<file path="config.mk">
export PLATFORM = sky130hd
export DESIGN_NAME = smpchk_prbs_lane
export DESIGN_NICKNAME = d
export VERILOG_FILES = /design/src/rtl/smpchk_pkg.sv /design/src/rtl/smpchk_prbs_lane.sv
export SDC_FILE = /design/constraint.sdc
export NUM_CORES = 1
export LEC_CHECK = 0
export ABC_CLOCK_PERIOD_IN_PS = 2700
export CAP_MARGIN = 20
export CORE_UTILIZATION = 42
export CTS_BUF_LIST = sky130_fd_sc_hd__clkbuf_4 sky130_fd_sc_hd__clkbuf_8 sky130_fd_sc_hd__clkbuf_16
export DETAILED_ROUTE_END_ITERATION = 12
export PLACE_DENSITY_LB_ADDON = 0.25
export SLEW_MARGIN = 20
export SYNTH_ARGS = -nofsm -noshare
export SYNTH_HDL_FRONTEND = slang
export SYNTH_SLANG_ARGS = --single-unit
</file>
<file path="constraint.sdc">
create_clock -name clk -period 2.7 [get_ports clk]
set_clock_uncertainty 0.2 [all_clocks]
set_input_delay 0.54 -clock clk [delete_from_list [all_inputs] [get_ports clk]]
set_output_delay 0.54 -clock clk [all_outputs]
set_load 0.01 [all_outputs]
</file>
<file path="src/rtl/smpchk_pkg.sv">
package smpchk_pkg;

  typedef enum logic {
    PAT_RAMP = 1'b0,
    PAT_PRBS = 1'b1
  } pat_mode_e;

  localparam int CMD_W     = 6;
  localparam int HIST_W    = 23;
  localparam int SEED_BITS = 64;

  // Predict the next serial bit; h[0] is the most recent bit.
  function automatic logic prbs_predict(input logic [HIST_W-1:0] h,
                                        input logic [1:0]        ord);
    logic p;
    case (ord)
      2'd0:    p = h[6]  ^ h[5];
      2'd1:    p = h[8]  ^ h[4];
      2'd2:    p = h[14] ^ h[13];
      default: p = h[22] ^ h[17];
    endcase
    return p;
  endfunction

endpackage

</file>
<file path="src/rtl/smpchk_prbs_lane.sv">
module smpchk_prbs_lane
  import smpchk_pkg::*;
#(
  parameter int W = 8
) (
  input  logic         clk,
  input  logic         rst,
  input  logic         restart,
  input  logic         step,
  input  logic [1:0]   ord,
  input  logic [W-1:0] data,
  output logic         mis
);

  localparam int SEED_SMP = (SEED_BITS + W - 1) / W;
  localparam int CNT_W    = $clog2(SEED_SMP + 1);

  logic [HIST_W-1:0] hist_q;
  logic [HIST_W-1:0] hist_nx;
  logic [CNT_W-1:0]  cnt_q;
  logic              bit_mis;
  logic              locked;

  always_comb begin
    logic [HIST_W-1:0] h;
    h       = hist_q;
    bit_mis = 1'b0;
    for (int i = W - 1; i >= 0; i--) begin
      if (data[i] != prbs_predict(h, ord)) bit_mis = 1'b1;
      h = {h[HIST_W-2:0], data[i]};
    end
    hist_nx = h;
  end

  assign locked = (cnt_q == CNT_W'(SEED_SMP));

  always_ff @(posedge clk) begin
    if (rst || restart) begin
      hist_q <= '0;
      cnt_q  <= '0;
    end else if (step) begin
      hist_q <= hist_nx;
      if (!locked) cnt_q <= cnt_q + CNT_W'(1);
    end
  end

  assign mis = step && locked && bit_mis;

endmodule

</file>
* Word level (Yosys, flattened, before mapping)
Cells that the tools add are included.
** Operators by class
- Add/subtract/negate cells :: 1
- Multipliers :: 0
- Divide/modulo/power cells :: 0
- Magnitude comparators :: 0
- Equality and inequality tests :: 11
- Shifts and indexed selects :: 0
- Multiplexer cells :: 16
- Bitwise operators :: 33
- Reductions and logical operators :: 5
** Operators by type and width (count)
- XOR 1 bit :: 32
- case mux 1 bit (3 select lines) :: 8
- two-way mux 1 bit :: 8
- != test 1 bit :: 8
- adder 4 x 1 -> 4 bit (second input constant) :: 1
- equality test 4 bit (second input constant) :: 1
- equality test 2 x 1 -> 1 bit (second input constant) :: 1
- equality test 2 bit (second input constant) :: 1
- logical AND 1 bit :: 2
- logical NOT 2 bit :: 1
- AND reduction 2 bit :: 1
- logical OR 1 bit :: 1
- inverter 1 bit :: 1
** Storage, ports and cells
- Flip-flop bits (word level) :: 27
- Bits in latches :: 0
- Bits in writable memories :: 0
- Bits in read-only memories :: 0
- Bits of input ports :: 14
- Output and inout bits :: 1
- Word-level logic and storage cells :: 68
- Memories :: 0

* Logic depth before layout (Yosys ltp)
Gate-level depths: netlist of the first run.
- Depth after elaboration :: 12
- Depth in mapped cells :: 7
- Depth with buffers taken out :: 7

* Worst setup path after synthesis of the first run
Ideal clock, no wire load.
- Path type :: input port to output port
- From :: input data[7]
- To :: output mis
- Data arrival time :: 1.722 ns
- Data required time :: 1.960 ns
- Setup slack :: 0.238 ns
- Stages on the path :: 6
- Path buffers :: 1
- Cells stage by stage :: buf_4 > xnor2_1 > mux4_2 > xnor2_1 > nor4_1 > a21oi_1
** Between the ends
- Longest elaborated chain between the ends :: 10
- Elaborated cells between the ends (all ways) :: 19
- Classes of those cells :: eq/ne (4); mux (11); bitwise (3); reduce/logical (1)
** RTL lines
- start: declaration :: line smpchk_prbs_lane.sv:11 : input logic [W-1:0] data,
- != test 1 bit :: line smpchk_prbs_lane.sv:29 : if (data[i] != prbs_predict(h, ord)) bit_mis = 1'b1;
- two-way mux 1 bit (7 in series) :: line smpchk_prbs_lane.sv:29
- two-way mux 1 bit * :: line smpchk_prbs_lane.sv:29
- logical AND 1 bit * :: line smpchk_prbs_lane.sv:47 : assign mis = step && locked && bit_mis;
- end: declaration :: line smpchk_prbs_lane.sv:12 : output logic mis
Every way passes the cells marked *; elsewhere a longest branch is shown, timed or not.

* Worst setup path in the final report of the first run
- From :: input ord[1]
- To :: output mis
** Between the ends
- Longest elaborated chain between the ends :: 12
- Elaborated cells between the ends (all ways) :: 28
- Classes of those cells :: eq/ne (10); mux (16); reduce/logical (2)
** RTL lines
- start: declaration :: line smpchk_prbs_lane.sv:10 : input logic [1:0] ord,
- equality test 2 bit, or another cell as far along :: line smpchk_pkg.sv:16 : case (ord)
- case mux 1 bit (3 select lines) :: line smpchk_pkg.sv:16
- != test 1 bit :: line smpchk_prbs_lane.sv:29
- two-way mux 1 bit (7 in series) :: line smpchk_prbs_lane.sv:29
- two-way mux 1 bit * :: line smpchk_prbs_lane.sv:29
- logical AND 1 bit * :: line smpchk_prbs_lane.sv:47
Marks and branches as above.

==> results of run 1 <==
## final cells by class
cell class              instances  area share (%)
inverters                       2           0.362
clock inverters                 1           0.241
well taps                      48            2.90
repair buffers                 40            15.6
flip-flops and latches         27            27.0
clock buffers                   3            1.99
multi-input cells             128            51.9
## power breakdown
part / leakage [nW] / internal (mW) / total [mW] / switching [mW]
clock network: 0.0255 / 0.103 / 0.227 / 0.124
registers: 0.224 / 0.403 / 0.413 / 0.00957
logic: 0.652 / 0.0896 / 0.166 / 0.0761
## per-layer routing
layer  routed length (µm)  up-vias  part of all wire [%]  GRT usage [%]
met2                 1770       28                    49           33.9
met5                    0        -                     0              0
met1                 1580      567                    44           22.5
met3                  111       16                   3.1           4.17
li1                     -      629                     -              -
met4                  145        0                   4.0           9.51
## logic make-up after synthesis
group	count (synthesis)
and+or+nand+nor	42
AOI/OAI and AO/OA	16
xor gates and xnor gates	43
buffers and inverters	24
adders and majority gates	2
DFF	27
muxes	25
## metrics by stage
step / setup WS, ns / hold slack [ns] / cell area (µm²) / setup TNS, ns / cells
6_report: 0.0690 / 0.325 / 2070 / 0 / 249
5_1_grt: -0.0276 / 0.348 / 2070 / -0.0276 / 249
4_1_cts: 0.0163 / 0.333 / 1990 / 0 / 248
3_5_place_dp: -0.910 / 0.308 / 1910 / -0.910 / 243
3_3_place_gp: -0.819 / 0.292 / 1910 / -0.819 / 243
2_1_floorplan: 0.238 / 0.279 / 1670 / 0 / 179
## synthesized netlist by cell type, drive strengths merged
cell type  number
a211o           2
a21oi           1
a221oi          5
and2b           1
buf            17
clkbuf          5
dfxtp          27
ha              2
inv             2
mux2i          24
mux4            1
nand2           5
nand4           1
nor2           30
nor2b           1
nor4            2
o21ai           1
o22ai           5
o2bb2ai         2
or2             2
xnor2          23
xor2           20
## worst max-delay path by stage
stage                                start  end  cells after the start
CTS                                 ord[1]  mis                      8
detailed placement                  ord[1]  mis                      8
global route        hist_q[1]$_SDFFE_PP0P_  mis                      6
global placement                    ord[1]  mis                      8
finish                              ord[1]  mis                      8
floorplan                          data[7]  mis                      6
## state kept, by name, summed over array words and instances, names as in the netlist
register,cells
hist_q,23
cnt_q,4
## critical path, cell delays in order
cell and delay, ns:
buf_4 0.14, and2b_4 0.21, o2bb2ai_2 0.12, a211o_2 0.27, xnor2_1 0.13, nor4_2 0.24, a21oi_1 0.09, buf_2 0.14
## what timing repair did
action | in CTS | in global routing
pin swaps | 6 | 10
endpoints found under the setup margin | 1 | 1
hold buffers | 0 | 0
setup buffers | 1 | 1
gates resized for setup | 32 | 23
==> impl_metrics.yaml, run 1 <==
cts:
  cts_buffer_depth: 2
  cts-root-buf: "clkbuf_8"
  h-tree-depth: 1
  cts_tree: "done"
  clk_latency_ns: 0.27
  clk_pin_slew_worst_paths_ns: 0.09
  cts.sinks: 27
  numCtsBuffers: 3
timing:
  grt_setup_unrepaired: "yes"
  finalSetupViolations: 0
  finalCritPeriodShare_pct: 97.4
  maxSlewHeadroom_pct: 67.6
  hold_viol: 0
  tightestPinTransition_ns: 0.485
  clock.fmax_mhz: 380
  period_needed_ns: 2.63
  final_max_slew_viol_count: 0
worst_setup_path:
  crit_path_end_kind: "output pin"
  crit_arrival_ns: 1.89
  path_class: "input pin to output pin"
  rr_worst_depth: 6
  r2r_end: "cnt_q[1]$_SDFFE_PP0P_"
  crit_required_ns: 1.96
  reg2reg_slack_ns: 1.14
  r2r_start: "cnt_q[0]$_SDFFE_PP0P_"
  critPathMaxFanout: 7
  crit_path_start_kind: "input pin"
synthesis:
  ys_warn_count: 0
  synth_seq_cells: 27
  synth_top_area_share_pct: 32.3
  synth_xor_area_share_pct: 22.5
  syn_inst: 179
  yosysSeqAreaShare_pct: 32.3
  synth_top_family_by_area: "XOR/XNOR gates"
  yosysUniqueCellTypes: 28
  synth_area_leaders: "dfxtp_1 (32%), mux2i_1 (14%), xnor2_1 (12%)"
  syn_area_per_cell_um2: 9.35
  synth_largest_area_cell: "dfxtp_1"
  netlist_area_um2: 1670
  syn_nets: 195
  synth_fa_ha_area_share_pct: 1.50
  synth_compound_area_share_pct: 8.38
  synthMuxAreaShare_pct: 15.7
  yosys.area_share.simple_pct: 10.7
power:
  power_leakage_nw: 0.902
  p_total_mw: 0.806
  ir_worst_vdd_v: 0.000277
  power_density_nw_per_um2: 388
layout:
  synthToLayoutAreaGrowth_pct: 24.0
  fillers: 357
  seqCellArea_um2: 559
  multi_input_area_um2: 1080
  diodes: 0
  layout_common_cells: "nor2_1 (30), buf_4 (28), mux2i_1 (24), xnor2_1 (21), xor2_1 (17)"
  layout_commonest_cell: "nor2_1"
  drive_above_1_share_pct: 33.8
  nNetsFinal: 218
  fin_util_pct: 55.4
global_route:
  grt_pass1_vias: 1335
  grt_overflow_total: 0
  grt_first_pass_wirelength_um: 6170
  grt_use_total_pct: 19.5
  grt_max_degree: 28
  antenna_found_initial: 0
die:
  die_w_um: 65.1
  die_height_um: 65.1
  rows: 22
  top_level_ports: 15
  coreArea_um2: 3740
  initial_core_util_pct: 44.7
  dieArea_um2: 4240
detailed_routing:
  routedWlPerCell_um: 14.5
  wirelength_um: 3610
  drtIter0Drc: 46
  drc: 0
  viasPerCell: 4.98
  vias: 1240
  ant_nets: 0
  drtPass1Iterations: 4
worst_hold_path:
  worstHoldStart: "hist_q[20]$_SDFFE_PP0P_"
  hold_path_class: "register to register"
  hold_end: "hist_q[20]$_SDFFE_PP0P_"
  holdPathStages: 2
placed_design:
  portBuffers: 14
  gp_congestion: 0.873
  post-dp-hpwl_um: 2630
run:
  max_cap_viol_count: 0
run_status:
  status: "complete, no violations"
Power figures use the tool's default switching activity.
==> run 2: changes to the inputs <==
--- a/config.mk
+++ b/config.mk
@@ -10,6 +10,7 @@
 export CORE_UTILIZATION = 42
 export CTS_BUF_LIST = sky130_fd_sc_hd__clkbuf_4 sky130_fd_sc_hd__clkbuf_8 sky130_fd_sc_hd__clkbuf_16
 export DETAILED_ROUTE_END_ITERATION = 12
+export GPL_TIMING_DRIVEN = 0
 export PLACE_DENSITY_LB_ADDON = 0.25
 export SLEW_MARGIN = 20
 export SYNTH_ARGS = -nofsm -noshare
==> run 2 against run 1 <==
Sequential power shrank 1%. Sequential cell count is the same. Worst hold slack lost 0.0030 ns. Worst setup slack lost 0.055 ns. Maximum frequency shrank 2.0%.
==> impl_metrics.yaml, run 2 (synthesized netlist as in run 1, its figures left out) <==
layout:
  largest-register: "hist_q"
  layout_commonest_cell: "nor2_1"
  layout_common_cells: "nor2_1 (30), mux2i_1 (24), xnor2_1 (21), dfxtp_1 (19), xor2_1 (16)"
  layout_top_registers: "hist_q: 23 flops, cnt_q: 4 flops"
  nNetsFinal: 210
  drive_above_1_share_pct: 29.0
  stdcell_count: 241
  largest_reg_flops: 23
  synthToLayoutAreaGrowth_pct: 19.7
  diodes: 0
  finalInstanceArea_um2: 2000
timing:
  hold_viol: 0
  finalCritPeriodShare_pct: 99.5
  maxSlewHeadroom_pct: 67.6
  grt_setup_unrepaired: "yes"
  final_max_slew_viol_count: 0
  finalSetupTns_ns: 0
  finalSetupViolations: 0
  tightestPinTransition_ns: 0.484
  worst_slack_ns: 0.0141
  clock.fmax_mhz: 372
  period_needed_ns: 2.69
placed_design:
  portBuffers: 12
  pre_cts_ws_ns: -0.816
  gp_congestion: 0.850
  post-dp-hpwl_um: 2630
  dp_cells: 239
  placed_area_um2: 1850
worst_setup_path:
  crit_arrival_ns: 1.95
  crit_path_start_kind: "input pin"
  crit_path_end_kind: "output pin"
  critPathMaxFanout: 7
  crit_required_ns: 1.96
  path_class: "input pin to output pin"
global_route:
  grt_use_total_pct: 18.8
  grt_max_degree: 15
  antenna_found_initial: 0
  grt_first_pass_wirelength_um: 6130
  grt_overflow_total: 0
  grt_pass1_vias: 1281
worst_hold_path:
  hold_path_class: "register to register"
cts:
  cts.sinks: 27
  cts-root-buf: "clkbuf_8"
  clk_pin_slew_worst_paths_ns: 0.09
  h-tree-depth: 1
  cts_buffer_depth: 2
  clk_latency_ns: 0.27
  cts_tree: "done"
  numCtsBuffers: 3
die:
  die_w_um: 65.1
  die_height_um: 65.1
  dieArea_um2: 4240
  coreArea_um2: 3740
  rows: 22
  top_level_ports: 15
  initial_core_util_pct: 44.7
detailed_routing:
  vias: 1237
  routedWlPerCell_um: 15.2
  wirelength_um: 3670
  viasPerCell: 5.13
  drtIter0Drc: 46
  drc: 0
  ant_nets: 0
  drtPass1Iterations: 4
run:
  max_cap_viol_count: 0
power:
  power_density_nw_per_um2: 405
  p_total_mw: 0.811
  ir_worst_vdd_v: 0.000198
  power_leakage_nw: 0.839
run_status:
  status: "complete, no violations"
run 2: changes by cell type in the layout (fill, tap and decap cells not counted), moves of 2 or more:
cell	previous run	this run
buf_4	28	7
buf_2	1	7
buf_6	1	5
dfxtp_2	9	5
clkbuf_1	0	3
dfxtp_1	16	19
o22ai_1	3	1
o22ai_2	2	4
run 2: final cells by class:
type / count / area [µm²]
multi-input cells: 128 / 1080
inverters: 2 / 7.51
plain buffers: 15 / 98.8
flip-flops and latches: 27 / 558
repair buffers: 17 / 145
well taps: 48 / 60.1
fillers: 357 / 1740
clock buffers: 4 / 48.8
run 2: final timing paths:
kind / start / endpoint / slack, ns / cells after the start
worst min register to register: hist_q[19]$_SDFFE_PP0P_ / hist_q[19]$_SDFFE_PP0P_ / 0.32 / 2
worst max register to register: cnt_q[0]$_SDFFE_PP0P_ / cnt_q[1]$_SDFFE_PP0P_ / 1.12 / 6
worst max-delay path: ord[0] / mis / 0.01 / 10
worst min-delay path: hist_q[19]$_SDFFE_PP0P_ / hist_q[19]$_SDFFE_PP0P_ / 0.32 / 2
run 2: critical path, stage by stage:
cell	delay, ns
buf_4	0.13
or2_1	0.24
buf_6	0.15
buf_4	0.13
o22ai_2	0.10
a221oi_2	0.06
xor2_1	0.19
nor4_1	0.17
a21oi_1	0.10
buf_2	0.15
run 2: routing by layer:
layer  track usage, %  wire length [µm]
met1             24.9              1680
met2             31.9              1770
met3             2.43               119
met4             5.16                98
met5                0                 0
run 2: where the power goes:
part | internal [mW] | total, mW | switching (mW)
clock | 0.116 | 0.239 | 0.123
sequential | 0.402 | 0.409 | 0.00735
combinational | 0.0841 | 0.162 | 0.0781
run 2: timing repair:
action	4_1_cts	5_1_grt
setup buffers	3	2
pin swaps	6	7
hold buffers	0	0
gates resized for setup	31	16
hold endpoints to repair	0	0
endpoints found under the setup margin	1	1
run 2: stage by stage:
| stage | utilization (%) | hold WS (ns) |
|---|---|---|
| 2_1_floorplan | - | 0.279 |
| 3_3_place_gp | 49.5 | 0.302 |
| 3_5_place_dp | 49.5 | 0.308 |
| 4_1_cts | 52.0 | 0.330 |
| 5_1_grt | 53.5 | 0.369 |
| 6_report | 53.5 | 0.322 |
==> run 3: changes to the inputs <==
--- a/config.mk
+++ b/config.mk
@@ -12,7 +12,7 @@
 export DETAILED_ROUTE_END_ITERATION = 12
 export GPL_TIMING_DRIVEN = 0
 export PLACE_DENSITY_LB_ADDON = 0.25
-export SLEW_MARGIN = 20
+export REMOVE_ABC_BUFFERS = 1
 export SYNTH_ARGS = -nofsm -noshare
 export SYNTH_HDL_FRONTEND = slang
 export SYNTH_SLANG_ARGS = --single-unit
==> run 3 against run 2 <==
Worst setup slack worse by 0.0048 ns. Sequential power up 1%. Sequential cell count unchanged. Clock-buffer cell count unchanged. Largest cell class unchanged. Final cell count down 5.0%. Power down 1.1%. Via count down 6.0%. Largest power group unchanged. Non-clock buffer count down 12. Combinational power down 7%. Sequential share of layout area up 1.5 points. Worst hold slack worse by 0.0014 ns. Clock power about the same.
==> impl_metrics.yaml, run 3 (synthesized netlist as in run 1, its figures left out) <==
layout:
  layout_commonest_cell: "nor2_1"
  largest_reg_flops: 23
  stdcell_count: 229
  largest-register: "hist_q"
  fillers: 368
  synthToLayoutAreaGrowth_pct: 16.2
  fin_util_pct: 51.9
  diodes: 0
  nNetsFinal: 198
  finalInstanceArea_um2: 1940
  layout_common_cells: "nor2_1 (30), mux2i_1 (24), xnor2_1 (20), xor2_1 (18), dfxtp_1 (13)"
  drive_above_1_share_pct: 26.5
  layout_top_registers: "hist_q: 23 flops, cnt_q: 4 flops"
global_route:
  grt_overflow_total: 0
  grt_pass1_vias: 1215
  grt_use_total_pct: 17.9
  antenna_found_initial: 0
  grt_max_degree: 28
  grt_first_pass_wirelength_um: 5690
power:
  ir_worst_vdd_v: 0.000168
  power_leakage_nw: 0.800
  power_density_nw_per_um2: 412
placed_design:
  gp_congestion: 0.871
  placed_area_um2: 1760
  dp_cells: 220
  post-dp-hpwl_um: 2450
  portBuffers: 14
worst_setup_path:
  path_class: "input pin to output pin"
  cp_num_cells: 7
  crit_required_ns: 1.96
  crit_path_end_kind: "output pin"
  r2r_start: "cnt_q[0]$_SDFFE_PP0P_"
  rr_worst_depth: 6
  r2r_end: "cnt_q[1]$_SDFFE_PP0P_"
  slowest_stage: "mux4_2"
  cp_slowest_stage_delay_ns: 0.49
  cpLargestDelayFamily: "multiplexers"
  crit_arrival_ns: 1.95
  critPathMaxFanout: 5
  worst-path-buf-inv: 2
  crit_path_start_kind: "input pin"
  cp_cell_sequence: "buf_4 > xnor2_1 > mux4_2 > xnor2_2 > nor4_2 > a21oi_1 > buf_2"
  reg2reg_slack_ns: 1.13
timing:
  finalSetupViolations: 0
  hold_viol: 0
  hold_slack_ns: 0.321
  final_max_slew_viol_count: 0
  clock.fmax_mhz: 372
  period_needed_ns: 2.69
  grt_setup_unrepaired: "yes"
  finalCritPeriodShare_pct: 99.7
  finalSetupTns_ns: 0
  maxSlewHeadroom_pct: 45.8
  tightestPinTransition_ns: 0.812
die:
  coreArea_um2: 3740
  dieArea_um2: 4240
  die_height_um: 65.1
  initial_core_util_pct: 44.7
  die_w_um: 65.1
  rows: 22
  top_level_ports: 15
detailed_routing:
  routedWlPerCell_um: 14.8
  drtIter0Drc: 48
  wirelength_um: 3390
  drc: 0
  ant_nets: 0
  drtPass1Iterations: 4
  viasPerCell: 5.08
  vias: 1163
cts:
  cts-root-buf: "clkbuf_8"
  clk_pin_slew_worst_paths_ns: 0.09
  clk_latency_ns: 0.27
  postCtsHoldBufs: 0
  cts_buffer_depth: 2
  numCtsBuffers: 3
  cts.sinks: 27
  cts_tree: "done"
  h-tree-depth: 1
run_status:
  status: "complete, no violations"
worst_hold_path:
  hold_end: "hist_q[20]$_SDFFE_PP0P_"
  worstHoldStart: "hist_q[20]$_SDFFE_PP0P_"
  hold_path_class: "register to register"
  holdPathStages: 2
run:
  max_cap_viol_count: 0
## run 3: changes by cell type in the layout (fill, tap and decap cells not counted), moves of 2 or more
cell | before | now
dfxtp_1 | 19 | 13
clkbuf_1 | 3 | 0
xor2_2 | 4 | 2
dfxtp_4 | 3 | 5
dfxtp_2 | 5 | 9
buf_6 | 5 | 2
buf_2 | 7 | 1
o22ai_2 | 4 | 1
clkbuf_2 | 2 | 0
xor2_1 | 16 | 18
o22ai_1 | 1 | 4
## run 3: what timing repair did
item                       4_1_cts  5_1_grt
setup endpoints to repair        1        1
hold endpoints to repair         0        0
resized for setup               46       12
setup buffers                    3        2
pin swaps                        5        6
## run 3: worst max-delay path by stage
stage	startpoint	endpoint
global route	hist_q[3]$_SDFFE_PP0P_	mis
floorplan	ord[0]	mis
detailed placement	ord[1]	mis
finish	data[7]	mis
global placement	step	mis
CTS	data[7]	mis
## run 3: layout make-up
class / instances / area [µm²] / share of cell area [%]
multi-input combinational: 128 / 1060 / 54.5
tap: 48 / 60.1 / 3.09
inverter: 2 / 7.51 / 0.386
clock buffer: 4 / 48.8 / 2.51
sequential: 27 / 571 / 29.3
timing repair buffer: 20 / 198 / 10.2
## run 3: layer usage
metal	up-vias	wire, µm	global-route usage [%]
met4	0	72	8.15
li1	587	-	-
met3	8	115	2.95
met5	-	0	0
met1	547	1500	21.6
met2	21	1700	31.0
## run 3: per-stage QoR
step / setup slack [ns] / power, mW
floorplan: 0.307 / 0.503
global placement: -1.03 / 0.552
detailed placement: -0.927 / 0.558
CTS: 0.0172 / 0.806
global route: -0.0581 / 0.844
finish: 0.00930 / 0.802
## run 3: report_power, final
part           internal [mW]  switching [mW]  leakage, nW
Clock                  0.116           0.123       0.0262
Combinational         0.0816          0.0689        0.547
Sequential             0.401          0.0118        0.227
Total                  0.598           0.204        0.800
## run 3: tightest hold or removal path, stage by stage, from the launching register on
cell and delay, ns:
dfxtp_1 0.35, mux2i_1 0.07, nor2_1 0.07
